## config.mk

```make
export PLATFORM = sky130hd
export DESIGN_NAME = qic_ctrl
export DESIGN_NICKNAME = d
export VERILOG_FILES = /design/src/rtl/qic_pkg.sv /design/src/rtl/qic_src_decode.sv /design/src/rtl/qic_pend.sv /design/src/rtl/qic_prio.sv /design/src/rtl/qic_ctrl.sv
export SDC_FILE = /design/constraint.sdc
export NUM_CORES = 1
export LEC_CHECK = 0
export ABC_CLOCK_PERIOD_IN_PS = 1900
export BUFFER_PORTS_ARGS = -buffer_cell sky130_fd_sc_hd__buf_4
export CAP_MARGIN = 10
export CORE_ASPECT_RATIO = 1.25
export CORE_UTILIZATION = 45
export DETAILED_ROUTE_END_ITERATION = 16
export HOLD_SLACK_MARGIN = 0.02
export PLACE_DENSITY_LB_ADDON = 0.3
export SLEW_MARGIN = 30
export SYNTH_ARGS = -nofsm -noshare
export SYNTH_HDL_FRONTEND = slang
export SYNTH_SLANG_ARGS = --single-unit
```

## constraint.sdc

```tcl
create_clock -name clk -period 1.9 [get_ports clk]
set_input_delay 0.19 -clock clk [delete_from_list [all_inputs] [get_ports clk]]
set_output_delay 0.19 -clock clk [all_outputs]
set_load 0.02 [all_outputs]
```

## src/rtl/qic_pkg.sv

```systemverilog
package qic_pkg;
   localparam int SRC_W = 3;   // used bits of a source code
   localparam int NIB_W = 4;   // bits reserved per queue in a source word

   typedef enum logic [1:0] {
      FLG_EMPTY  = 2'd0,
      FLG_NEMPTY = 2'd1,
      FLG_NFULL  = 2'd2,
      FLG_FULL   = 2'd3
   } flag_sel_e;

   // flags ordered {full, nearly full, nearly empty, empty}
   function automatic logic cond_eval(input logic [3:0] flags, input logic [SRC_W-1:0] code);
      flag_sel_e sel;
      sel = flag_sel_e'(code[1:0]);
      return flags[sel] ^ code[2];
   endfunction
endpackage

```

## src/rtl/qic_src_decode.sv

```systemverilog
module qic_src_decode #(
   parameter int N = 32
) (
   input  logic [N-1:0]                     emp_i,
   input  logic [N-1:0]                     nemp_i,
   input  logic [N-1:0]                     nful_i,
   input  logic [N-1:0]                     ful_i,
   input  logic [N-1:0][qic_pkg::SRC_W-1:0] src_i,
   output logic [N-1:0]                     cond_o
);
   for (genvar g = 0; g < N; g++) begin : g_q
      assign cond_o[g] = qic_pkg::cond_eval({ful_i[g], nful_i[g], nemp_i[g], emp_i[g]}, src_i[g]);
   end
endmodule

```

## src/rtl/qic_pend.sv

```systemverilog
module qic_pend #(
   parameter int N = 32
) (
   input  logic         clk,
   input  logic         rst_n,
   input  logic [N-1:0] cond_i,
   input  logic [N-1:0] en_i,
   input  logic [N-1:0] w1c_i,
   input  logic [N-1:0] dis_i,
   output logic [N-1:0] stat_o,
   output logic         irq_o
);
   logic [N-1:0] prev_q, stat_q, set_w, stat_d;

   assign set_w  = cond_i & ~prev_q & en_i;
   assign stat_d = ((stat_q & ~w1c_i) | set_w) & ~dis_i;

   always_ff @(posedge clk) begin
      if (!rst_n) begin
         prev_q <= '0;
         stat_q <= '0;
      end else begin
         prev_q <= cond_i;
         stat_q <= stat_d;
      end
   end

   assign stat_o = stat_q;
   assign irq_o  = |(stat_q & en_i);


   w1c_clears_chk: assert property (@(posedge clk) disable iff (!rst_n)
      (|w1c_i) |=> ((stat_q & $past(w1c_i & ~set_w)) == '0));

   set_wins_chk: assert property (@(posedge clk) disable iff (!rst_n)
      (|(set_w & w1c_i & ~dis_i)) |=>
      ((stat_q & $past(set_w & w1c_i & ~dis_i)) == $past(set_w & w1c_i & ~dis_i)));

   dis_clears_chk: assert property (@(posedge clk) disable iff (!rst_n)
      (|dis_i) |=> ((stat_q & $past(dis_i)) == '0));

   no_set_disabled_chk: assert property (@(posedge clk) disable iff (!rst_n)
      1'b1 |=> ((stat_q & ~$past(stat_q) & ~$past(en_i)) == '0));

   irq_rise_chk: assert property (@(posedge clk) disable iff (!rst_n)
      $rose(irq_o) |-> $past(|set_w));
endmodule

```

## src/rtl/qic_prio.sv

```systemverilog
module qic_prio #(
   parameter int N  = 32,
   localparam int IW = $clog2(N)
) (
   input  logic          clk,
   input  logic          rst_n,
   input  logic [N-1:0]  req_i,
   output logic [IW-1:0] idx_o,
   output logic          valid_o
);
   always_comb begin
      idx_o = '0;
      for (int i = 0; i < N; i++) begin
         if (req_i[i]) idx_o = IW'(i);
      end
   end
   assign valid_o = |req_i;


   prio_top_chk: assert property (@(posedge clk) disable iff (!rst_n)
      valid_o |-> ((req_i >> idx_o) == N'(1)));

   prio_none_chk: assert property (@(posedge clk) disable iff (!rst_n)
      !valid_o |-> (idx_o == '0 && req_i == '0));
endmodule

```

## src/rtl/qic_ctrl.sv

```systemverilog
module qic_ctrl #(
   parameter int DW     = 32,
   parameter int HALF_Q = 32,
   parameter int AW     = 5
) (
   input  logic              clk,
   input  logic              rst_n,
   input  logic [HALF_Q-1:0] lo_empty_i,
   input  logic [HALF_Q-1:0] lo_nempty_i,
   input  logic [HALF_Q-1:0] lo_nfull_i,
   input  logic [HALF_Q-1:0] lo_full_i,
   input  logic [HALF_Q-1:0] hi_nempty_i,
   input  logic [HALF_Q-1:0] hi_full_i,
   input  logic              reg_we,
   input  logic [AW-1:0]     reg_addr,
   input  logic [DW-1:0]     reg_wdata,
   output logic [DW-1:0]     reg_rdata,
   output logic              irq_lo_o,
   output logic              irq_hi_o
);
   import qic_pkg::*;

   localparam int QPW  = DW / NIB_W;
   localparam int NSW  = HALF_Q / QPW;
   localparam int IW   = $clog2(HALF_Q);
   localparam int NREG = NSW + 12;
   localparam logic [AW-1:0] A_EN_LO  = AW'(NSW);
   localparam logic [AW-1:0] A_EN_HI  = AW'(NSW + 1);
   localparam logic [AW-1:0] A_ST_LO  = AW'(NSW + 2);
   localparam logic [AW-1:0] A_ST_HI  = AW'(NSW + 3);
   localparam logic [AW-1:0] A_TOP_LO = AW'(NSW + 4);
   localparam logic [AW-1:0] A_TOP_HI = AW'(NSW + 5);
   localparam logic [AW-1:0] A_F_LE   = AW'(NSW + 6);
   localparam logic [AW-1:0] A_F_LNE  = AW'(NSW + 7);
   localparam logic [AW-1:0] A_F_LNF  = AW'(NSW + 8);
   localparam logic [AW-1:0] A_F_LF   = AW'(NSW + 9);
   localparam logic [AW-1:0] A_F_HNE  = AW'(NSW + 10);
   localparam logic [AW-1:0] A_F_HF   = AW'(NSW + 11);

   if (DW % NIB_W != 0 || HALF_Q % QPW != 0 || HALF_Q > DW || (1 << AW) < NREG || IW >= DW - 1) begin : g_bad_cfg
      $error("qic_ctrl: inconsistent parameters");
   end

   // registered flag views
   logic [HALF_Q-1:0] lo_e_q, lo_ne_q, lo_nf_q, lo_f_q, hi_ne_q, hi_f_q;
   always_ff @(posedge clk) begin
      if (!rst_n) begin
         lo_e_q  <= '1;
         lo_ne_q <= '1;
         lo_nf_q <= '0;
         lo_f_q  <= '0;
         hi_ne_q <= '1;
         hi_f_q  <= '0;
      end else begin
         lo_e_q  <= lo_empty_i;
         lo_ne_q <= lo_nempty_i;
         lo_nf_q <= lo_nfull_i;
         lo_f_q  <= lo_full_i;
         hi_ne_q <= hi_nempty_i;
         hi_f_q  <= hi_full_i;
      end
   end

   // source codes and enables
   logic [HALF_Q-1:0][SRC_W-1:0] src_q;
   logic [HALF_Q-1:0] en_lo_q, en_hi_q;
   logic [HALF_Q-1:0] wd_half;
   assign wd_half = reg_wdata[HALF_Q-1:0];

   always_ff @(posedge clk) begin
      if (!rst_n) begin
         src_q   <= '0;
         en_lo_q <= '0;
         en_hi_q <= '0;
      end else if (reg_we) begin
         for (int w = 0; w < NSW; w++) begin
            if (reg_addr == AW'(w)) begin
               for (int j = 0; j < QPW; j++) begin
                  src_q[w*QPW + j] <= reg_wdata[j*NIB_W +: SRC_W];
               end
            end
         end
         if (reg_addr == A_EN_LO) en_lo_q <= wd_half;
         if (reg_addr == A_EN_HI) en_hi_q <= wd_half;
      end
   end

   logic [HALF_Q-1:0] w1c_lo, w1c_hi, dis_lo, dis_hi;
   assign w1c_lo = (reg_we && reg_addr == A_ST_LO) ? wd_half : '0;
   assign w1c_hi = (reg_we && reg_addr == A_ST_HI) ? wd_half : '0;
   assign dis_lo = (reg_we && reg_addr == A_EN_LO) ? (en_lo_q & ~wd_half) : '0;
   assign dis_hi = (reg_we && reg_addr == A_EN_HI) ? (en_hi_q & ~wd_half) : '0;

   // conditions
   logic [HALF_Q-1:0] cond_lo, cond_hi;
   qic_src_decode #(.N(HALF_Q)) u_dec (
      .emp_i (lo_e_q),
      .nemp_i(lo_ne_q),
      .nful_i(lo_nf_q),
      .ful_i (lo_f_q),
      .src_i (src_q),
      .cond_o(cond_lo)
   );
   assign cond_hi = ~hi_ne_q;

   // pending state and top-index per half
   logic [HALF_Q-1:0] st_lo, st_hi;
   logic [IW-1:0]     top_lo, top_hi;
   logic              vld_lo, vld_hi;

   qic_pend #(.N(HALF_Q)) u_pend_lo (
      .clk(clk), .rst_n(rst_n), .cond_i(cond_lo), .en_i(en_lo_q),
      .w1c_i(w1c_lo), .dis_i(dis_lo), .stat_o(st_lo), .irq_o(irq_lo_o)
   );
   qic_pend #(.N(HALF_Q)) u_pend_hi (
      .clk(clk), .rst_n(rst_n), .cond_i(cond_hi), .en_i(en_hi_q),
      .w1c_i(w1c_hi), .dis_i(dis_hi), .stat_o(st_hi), .irq_o(irq_hi_o)
   );
   qic_prio #(.N(HALF_Q)) u_prio_lo (
      .clk(clk), .rst_n(rst_n), .req_i(st_lo), .idx_o(top_lo), .valid_o(vld_lo)
   );
   qic_prio #(.N(HALF_Q)) u_prio_hi (
      .clk(clk), .rst_n(rst_n), .req_i(st_hi), .idx_o(top_hi), .valid_o(vld_hi)
   );

   // read mux
   always_comb begin
      reg_rdata = '0;
      for (int w = 0; w < NSW; w++) begin
         if (reg_addr == AW'(w)) begin
            for (int j = 0; j < QPW; j++) begin
               reg_rdata[j*NIB_W +: SRC_W] = src_q[w*QPW + j];
            end
         end
      end
      unique case (reg_addr)
         A_EN_LO:  reg_rdata = DW'(en_lo_q);
         A_EN_HI:  reg_rdata = DW'(en_hi_q);
         A_ST_LO:  reg_rdata = DW'(st_lo);
         A_ST_HI:  reg_rdata = DW'(st_hi);
         A_TOP_LO: begin
            reg_rdata[DW-1]   = vld_lo;
            reg_rdata[IW-1:0] = top_lo;
         end
         A_TOP_HI: begin
            reg_rdata[DW-1]   = vld_hi;
            reg_rdata[IW-1:0] = top_hi;
         end
         A_F_LE:   reg_rdata = DW'(lo_e_q);
         A_F_LNE:  reg_rdata = DW'(lo_ne_q);
         A_F_LNF:  reg_rdata = DW'(lo_nf_q);
         A_F_LF:   reg_rdata = DW'(lo_f_q);
         A_F_HNE:  reg_rdata = DW'(hi_ne_q);
         A_F_HF:   reg_rdata = DW'(hi_f_q);
         default:  ;
      endcase
   end


   src_rsvd_chk: assert property (@(posedge clk) disable iff (!rst_n)
      (reg_addr < AW'(NSW)) |-> ((reg_rdata & {QPW{4'b1000}}) == '0));
endmodule

```

==> results.md, run 1 <==
Route:
- The routed wire length is between 100000 and 150000 um.
- The final antenna-violating net count is 0.
- The ratio of routed vias to standard cells is between 6 and 7.
- The total number of vias is ~23000.
- The count of unresolved DRC violations after routing is 0.
- The first-pass iteration count of the detailed router is 7.
- The post-detailed-route wirelength per cell is 29.90 um.
- In this run, the number of DRC markers left after iteration 0 of detailed routing was about 3500.

Timing:
- The maximum clock rate is roughly 360 MHz.
- The count of final setup violators is 36.
- The period utilization is 146.0%.
- The count of final max-slew check failures is 0.
- The final period demand of the worst path is around 2800 ps.
- The transition time at the pin with the least slew margin is approximately 750 ps.
- On the final layout, the worst clock skew is ~22 ps.
- The post-route worst setup slack is -874.7 ps.
- The final hold violation count is 0.
- Setup repair after global routing could not meet its margin everywhere.
- The relative slew slack is roughly half.
- The setup TNS after final layout is -10450 ps.
- The worst hold slack after final layout is between 50 and 60 ps.

Logic synthesis:
- The sequential area share after synthesis is 48.27%.
- By area the synthesized netlist is led by sky130_fd_sc_hd__dfxtp_1 48%, sky130_fd_sc_hd__nand2_1 8.1%, sky130_fd_sc_hd__a22oi_1 8.1%.
- The commonest register cell after synthesis is sky130_fd_sc_hd__dfxtp_1.
- Synthesis produced a netlist whose cell count is between 2000 and 2500.
- The synthesized netlist contains between 60 and 70 unique library cells.
- The synthesized design contains 0 enable-type register cells.
- For this run, the number of Yosys warnings is 0.
- The biggest area contributor in the post-synthesis netlist is sky130_fd_sc_hd__dfxtp_1.
- For this run, asynchronously set or reset flops after synthesis account for 0%.
- Dividing the synthesized area by the synthesized cell count gives around 9 sq um.
- Summing every instance area after synthesis gives between 15000 and 20000 sq um.
- Counting every net in the synthesized netlist gives 2502.
- Summed over its instances, the top area cell type makes up approximately 48% of the synthesized netlist area.
- In this run, synthesis produced a sequential element count of 480.

Die:
- Once the floorplan was initialized, standard cells occupied a little under half of the core.
- The die area is 45090 sq um.
- The top-level I/O count is around 270.
- After floorplanning, the core was divided into 85 placement rows.
- The floorplan step defined a core boundary enclosing 43390 sq um.
- The die is approximately 190 um wide.
- The overall die height is roughly 240 um.

Critical path:
- Data on the critical path is required at its endpoint by 1710 ps.
- The worst setup path is captured at an output pin.
- The reg-to-reg critical path endpoint is u_pend_lo.stat_o[19]$_SDFF_PN0_.
- The number of buffers and inverters on the critical path is 2.
- The critical path startpoint category is a flop.
- Of all nets on the critical path, the largest fanout is 2.
- The register-to-register setup slack is -30 ps.
- For this run, the slowest stage of the critical path takes about 350 ps.
- The signal on the critical path passes through nor4_2 > buf_4 > and3_1 > and2_4 > and4b_1 > o21ai_1 > or3_4 > buf_6.
- For the worst setup path, the data arrival time is 2580 ps.
- The worst register-to-register path begins at src_q[57]$_SDFFE_PN0P_.
- The critical path is of the reg2out type.
- For this design, the slowest cell found on the critical path is sky130_fd_sc_hd__or3_4.
- The family of cells with the greatest summed delay on the critical path is simple AND/OR/NAND/NOR gates.
- The worst register-to-register path has a depth of 5.

Clock network:
- The clock reaches the later pin of the worst-skew pair after between 600 and 700 ps.
- The number of clock buffers added by TritonCTS is 47.
- TritonCTS built the clock tree.
- No sink is reached through more buffers than the 3 on the longest clock path.
- CTS built an H-tree with a depth of 2.
- The clock sink count is 480.
- Clock-pin slew was measured on the worst setup and hold paths at roughly 70 ps.
- Clock tree synthesis selected as its root buffer the cell sky130_fd_sc_hd__clkbuf_16.

Run status:
- The run finished, with violations left.
- The final reports fail on negative setup slack.

Global routing:
- The initial antenna violation count is 6.
- The sum of overflow across all layers after global routing is 0.
- Entering global routing, the biggest net connects roughly 100 pins.
- The via count of the first global-routing pass was approximately 22000.
- The global routing usage summed across all routing layers is ~47%.
- The global-route wire length before repair is about 150000 um.

Power and ir drop:
- The combinational share of power is about a tenth.
- The standby leakage power is between 10 and 15 nW.
- VDD sags by at most slightly above 0.0009 V.
- The analysis attributes to net switching a power of 5.786 mW.
- The total design power is between 20 and 25 mW.
- The cell area power density is about 760 nW/um^2.
- The switching share of total power is 24.82%.
- In this run, the clock network consumes between 40% and 50% of the power.
- The share of total power in sequential cells is between 40% and 50%.
- The internal power is 17.52 mW.

Placed design:
- In this run the tool buffered the top-level ports with between 200 and 300 buffer cells.
- Detailed placement finished with a half-perimeter wire length of slightly below 80000 um.
- The setup slack after placement is -571.5 ps.
- Routability-driven placement finished with a final weighted congestion of between 1 and 1.5.

Final layout:
- After the last flow step, the layout net total stands at 3261.
- The most common cell after layout, fill and taps aside is sky130_fd_sc_hd__buf_4.
- The register containing the most flip-flops in the final layout is src_q.
- The flip-flop count of the largest register, all copies and words added is between 90 and 100.
- Cells with a size suffix above 1 make up 32.87% of the layout.
- Leaving out fill and tap cells, the most frequent cells in the layout are 497 x sky130_fd_sc_hd__buf_4, 425 x sky130_fd_sc_hd__nand2_1, 412 x sky130_fd_sc_hd__dfxtp_1, 224 x sky130_fd_sc_hd__dlygate4sd3_1, 211 x sky130_fd_sc_hd__a21oi_1.
- Cells fill a little under three quarters of the core in the end.
- The area growth from synthesis to final layout is 54.95%.

Worst hold path:
- The origin of the worst min-delay path is rst_n.
- For hold timing, the worst endpoint is hi_ne_q[13]$_SDFF_PN1_.
- The worst hold path was traced through 3 stages.
- In this run the worst hold path is classified as in2reg.

Run:
- The max-capacitance violation count is 0.
cell usage after synthesis (2+ instances only):
master                      count
sky130_fd_sc_hd__nand2_1      429
sky130_fd_sc_hd__a222oi_1       6
sky130_fd_sc_hd__a22oi_1      214
sky130_fd_sc_hd__dfxtp_1      480
sky130_fd_sc_hd__clkbuf_1      97
sky130_fd_sc_hd__a21oi_1      215
sky130_fd_sc_hd__mux4_2        32
sky130_fd_sc_hd__nor4_1         9
sky130_fd_sc_hd__o311ai_0       2
sky130_fd_sc_hd__or2_2          5
sky130_fd_sc_hd__mux2i_1        2
sky130_fd_sc_hd__nor3b_1       34
sky130_fd_sc_hd__inv_1         45
sky130_fd_sc_hd__a221oi_1      19
sky130_fd_sc_hd__buf_1          6
sky130_fd_sc_hd__o31ai_1        4
sky130_fd_sc_hd__nand2b_1     101
sky130_fd_sc_hd__xnor2_1       32
sky130_fd_sc_hd__buf_2         54
sky130_fd_sc_hd__nand3b_1       2
sky130_fd_sc_hd__or3_1          3
sky130_fd_sc_hd__nor2_2         4
sky130_fd_sc_hd__a221o_1        2
sky130_fd_sc_hd__a31oi_1        5
sky130_fd_sc_hd__a311oi_1      65
sky130_fd_sc_hd__nand4_1       29
sky130_fd_sc_hd__o211ai_1       2
sky130_fd_sc_hd__a22o_1        12
sky130_fd_sc_hd__or4_4          2
sky130_fd_sc_hd__or4_1          4
sky130_fd_sc_hd__and3_1         7
sky130_fd_sc_hd__nor2b_1        4
sky130_fd_sc_hd__nor2_1       148
sky130_fd_sc_hd__o21a_1         2
sky130_fd_sc_hd__o21ai_0       10
sky130_fd_sc_hd__buf_4         12
sky130_fd_sc_hd__and4_1         6
sky130_fd_sc_hd__nand3_1       22
sky130_fd_sc_hd__nand4b_1       2
sky130_fd_sc_hd__a2111oi_0      3
sky130_fd_sc_hd__nor3_1        16
sky130_fd_sc_hd__and2_1       103
routing by layer:
layer | part of all wire, % | vias up | track usage, %
li1 | - | 9559 | -
met1 | 36 | 10823 | 58.77
met2 | 43 | 1973 | 71.08
met3 | 13 | 506 | 13.05
met4 | 8.2 | 4 | 30.77
met5 | 0.025 | - | 0
worst min-delay path, delay by kind of cell:
kind,cells,cell delay [ps]
buf+inv,2,330
simple gates,1,90
power groups by stage:
stage | Clock [mW] | Combinational (mW) | Sequential (mW)
floorplan | 0 | 0.793 | 10.7
global placement | 0 | 1.73 | 10.9
detailed placement | 0 | 1.75 | 10.9
CTS | 10.2 | 2.26 | 10.6
global route | 10.6 | 2.49 | 10.7
finish | 10.2 | 2.41 | 10.7
worst max-delay path by stage:
stage / startpoint / slack (ps) / cells after the start / endpoint
global placement: u_pend_lo.stat_o[23]$_SDFF_PN0_ / -550 / 8 / reg_rdata[4]
detailed placement: u_pend_lo.stat_o[23]$_SDFF_PN0_ / -570 / 8 / reg_rdata[4]
CTS: u_pend_hi.stat_o[29]$_SDFF_PN0_ / -850 / 7 / reg_rdata[31]
global route: u_pend_hi.stat_o[30]$_SDFF_PN0_ / -870 / 7 / reg_rdata[31]
floorplan: u_pend_hi.stat_o[27]$_SDFF_PN0_ / 3 / 6 / reg_rdata[31]
finish: u_pend_hi.stat_o[23]$_SDFF_PN0_ / -870 / 8 / reg_rdata[31]
logic make-up after synthesis:
family | Yosys count | synth area share, %
AND/OR/NAND/NOR | 935 | 22.39
AO/OA/AOI/OAI | 573 | 19.53
flip-flops | 480 | 48.27
buffers and inverters | 215 | 4.620
multiplexers | 35 | 3.777
XOR/XNOR | 32 | 1.408
metrics by stage:
step	area [sq um]	instances
final	30850	3638
after global routing	30830	3632
after CTS	30440	3633
after detailed placement	24820	3258
after global placement	24820	3258
after floorplan	19930	2270
final cells by class:
cell class	count	area, sq um
multi-input cells	1575	10320
diodes	6	15.01
inverters	46	180.2
repair buffers	879	8230
fillers	3160	12550
flip-flops and latches	480	9729
clock buffers	63	1328
clock inverters	24	335.3
well taps	565	706.9
timing repair:
action	in CTS	in global routing
pin swaps	91	82
setup endpoints to repair	43	57
buffers inserted	67	7
gates cloned	2	1
hold buffers	224	0
resized for setup	302	106
endpoints found under the hold margin	410	0
Note: power is estimated with default switching activity, not from simulation.
==> run 2, diff against run 1 <==
- PLACE_DENSITY: default -> 0.67
- PLACE_DENSITY_LB_ADDON: 0.3 -> default
- SETUP_SLACK_MARGIN: default -> 0.4
==> run 2 against run 1 <==
Against the previous run: setup slack better by 58 ps; clock skew is 2.1 ps lower; die area stayed put; global-route usage is 0.77 points lower; the run still ends with negative setup slack left; combinational power hardly changed; critical endpoint unchanged; cell count is 0.47% lower; sequential power hardly changed.
==> results.md, run 2 (same netlist as run 1, synthesis figures left out) <==
Run status:
- The flow ran to the end, but the final reports show violations.
- The final reports fail on negative setup slack.

Critical path:
- The slowest library cell on the worst path is sky130_fd_sc_hd__or4_4.
- The cell family contributing the most delay on the critical path is simple AND/OR/NAND/NOR gates.
- Traced cell by cell, the critical path runs through or4_4 > nor2_4 > and2_4 > and4b_1 > o21ai_1 > or3_4 > buf_6.
- The critical path arrival is about 2500 ps.
- The setup path with the least slack is of type reg2out.
- The critical path startpoint category is a flop.
- The largest single stage delay on the critical path is 570 ps.
- STA puts the critical path data required time at approximately 1700 ps.
- The number of buffers and inverters on the critical path is 1.
- The worst setup path is captured at an output pin.
- The maximum fanout along the worst path is 2.

Global routing:
- The routing usage on met3 is a little under a tenth.
- Entering global routing, the biggest net connects approximately 190 pins.
- The via count of the first global-routing pass is 22143.
- The global routing met1 resource utilization is 56.19%.
- The sum of overflow across all layers after global routing is 0.
- Global routing consumed, on the met2 layer, between 70% and 80% of the routing resources.
- Global routing used a little under half of the available tracks.
- The global-route wire length before repair is 150500 um.
- The most utilized layer in the global route result is met2.
- The initial antenna violation count came to 3.

Timing:
- The count of final max-slew check failures was 0.
- Of the available clock period, the critical path in the final layout requires 143.0%.
- The final hold violation count is 0.
- The post-route worst setup slack is -816.5 ps.
- The relative slew slack is approximately 34%.
- Setup repair after global routing could not meet its margin everywhere.
- The maximum clock rate is between 300 and 400 MHz.
- At the pin with the least slew margin, the transition time is between 900 and 1000 ps.
- Setup violations remaining at the end of the flow were counted as 35.
- The final period demand of the worst path is 2716 ps.
- The worst clock skew is approximately 20 ps.
- The worst hold slack after final layout is 269.4 ps.

Worst hold path:
- The min-delay analysis places its worst path in the category in2reg.

Clock network:
- The clock reaches the later pin of the worst-skew pair after 610 ps.
- The H-tree depth reported by CTS is 2.
- The clock sink count is 480.
- The number of buffers created by CTS is between 40 and 50.
- TritonCTS built the clock tree.
- The clock-pin transition on the worst setup and hold timing paths is roughly 60 ps.
- The clock passes through at most 3 buffers.
- The cell sitting at the root of the clock tree is a sky130_fd_sc_hd__clkbuf_16.

Die:
- The die covers between 40000 and 50000 sq um.
- Measured along the y axis, the die boundary spans between 200 and 250 um.
- For this configuration, the core starts out at a cell density of a little under half.
- The number of placement rows is 85.
- The floorplan step set the die width to between 150 and 200 um.
- The top-level I/O count is around 270.
- The core region is approximately 43000 sq um.

Final layout:
- The register containing the most flip-flops in the final layout is src_q.
- In the layout the commonest cells are 484 x sky130_fd_sc_hd__buf_4, 402 x sky130_fd_sc_hd__nand2_1, 387 x sky130_fd_sc_hd__dfxtp_1, 225 x sky130_fd_sc_hd__dlygate4sd3_1, 177 x sky130_fd_sc_hd__a21oi_1.
- Cells with a size suffix above 1 make up between 30% and 40% of the layout.
- The post-layout instance count excluding filler cells is about 3600.
- The area growth from synthesis to final layout is 60.33%.
- The library cell used most frequently in the layout, excluding fill and tap cells, is sky130_fd_sc_hd__buf_4.
- The total of fill cells in the finished design is about 3000.
- The register with the most flip-flops in the layout has 96 of them.
- At the end of the flow, the number of nets in the layout was about 3300.

Placed design:
- The detailed placement HPWL is 73810 um.
- Routability-driven placement finished with a final weighted congestion of ~1.1.
- The cell total after placement is ~3300.
- Input and output buffers added on the ports amount to around 270.

Power and ir drop:
- Internal power comes to 17.38 mW.
- The share of total power dissipated in sequential elements is between 40% and 50%.
- The cell area power density is between 700 and 800 nW/um^2.
- The standby leakage power is 12.57 nW.
- The switching share of total power is about a quarter.
- The combinational share of power is approximately a tenth.
- In this run, the clock network consumes a little over two fifths of the power.
- Summed over all nets, the switching power comes to approximately 5.7 mW.
- The peak supply drop is about 0.0009 V.

Route:
- The final layout contains routed wiring with a total length of between 100000 and 150000 um.
- The count of unresolved DRC violations after routing is 0.
- The post-detailed-route wirelength per cell is between 20 and 30 um.
- The detailed router finished its first iteration with between 2000 and 3000 violations.
- The first detailed-routing pass took 6 iterations.
- The count of nets left with antenna violations once routing finished came out at 0.
- The total number of vias is about 23000.
- The ratio of routed vias to standard cells is around 6.3.

Run:
- The max-capacitance violation count is 0.
==> run 2: path summary, 6_finish.rpt <==
check	to	slack, ps	start	cells past startpoint
worst max-delay path	reg_rdata[31]	-820	u_pend_hi.stat_o[30]$_SDFF_PN0_	7
worst max register to register	u_pend_lo.stat_o[16]$_SDFF_PN0_	0	src_q[48]$_SDFFE_PN0P_	6
worst min register to register	u_pend_hi.prev_q[31]$_SDFF_PN0_	450	hi_ne_q[31]$_SDFF_PN1_	1
worst min-delay path	src_q[42]$_SDFFE_PN0P_	270	reg_we	5
==> run 2: stage by stage <==
step	worst slack [ps]	cell area, sq um	util [%]	total power [mW]	TNS (ps)
2_1_floorplan	9.343	20530	-	11.57	0
3_3_place_gp	-634.1	25300	58.30	12.54	-20510
3_5_place_dp	-542.9	25300	58.30	12.56	-21030
4_1_cts	-815.5	30890	71.19	22.80	-9552
5_1_grt	-870.0	31920	73.55	23.56	-12080
6_report	-816.5	31920	73.55	23.05	-10970
==> run 2: power groups by stage <==
stage	Combinational, mW	Clock [mW]	Sequential [mW]
6_report	2.40	10.0	10.6
5_1_grt	2.50	10.4	10.6
4_1_cts	2.22	9.98	10.6
3_5_place_dp	1.71	0	10.9
3_3_place_gp	1.69	0	10.9
2_1_floorplan	0.840	0	10.7
==> run 2: repair_timing <==
action / in CTS / in global routing
hold endpoints to repair: 409 / 0
hold buffers: 225 / 0
setup endpoints to repair: 73 / 105
resized for setup: 346 / 193
cloned: 2 / 2
pin swaps: 97 / 97
setup buffers: 35 / 15
==> run 2: final cells by class <==
| cell class | instances | area (sq um) | share of cell area [%] |
|---|---|---|---|
| Antenna cell | 1 | 2.502 | 0.007841 |
| Clock buffer | 66 | 1389 | 4.352 |
| Clock inverter | 17 | 244.0 | 0.7645 |
| Inverter | 46 | 182.7 | 0.5724 |
| Multi-Input combinational cell | 1575 | 11180 | 35.02 |
| Sequential cell | 480 | 9828 | 30.79 |
| Tap cell | 565 | 706.9 | 2.215 |
| Timing Repair Buffer | 871 | 8387 | 26.28 |
==> run 2: per-layer routing <==
layer | vias to the layer above | part of all wire [%]
met5 | - | 0.023
met4 | 4 | 8.6
met3 | 497 | 11
met2 | 1786 | 45
met1 | 10861 | 36
li1 | 9522 | -
==> run 2: worst register-to-register path, stage by stage (launching register included) <==
cell and delay [ps]:
sky130_fd_sc_hd__dfxtp_4 350, sky130_fd_sc_hd__buf_6 130, sky130_fd_sc_hd__mux4_2 530, sky130_fd_sc_hd__xnor2_2 160, sky130_fd_sc_hd__nor3b_2 210, sky130_fd_sc_hd__a21oi_2 70
sky130_fd_sc_hd__a311oi_4 340
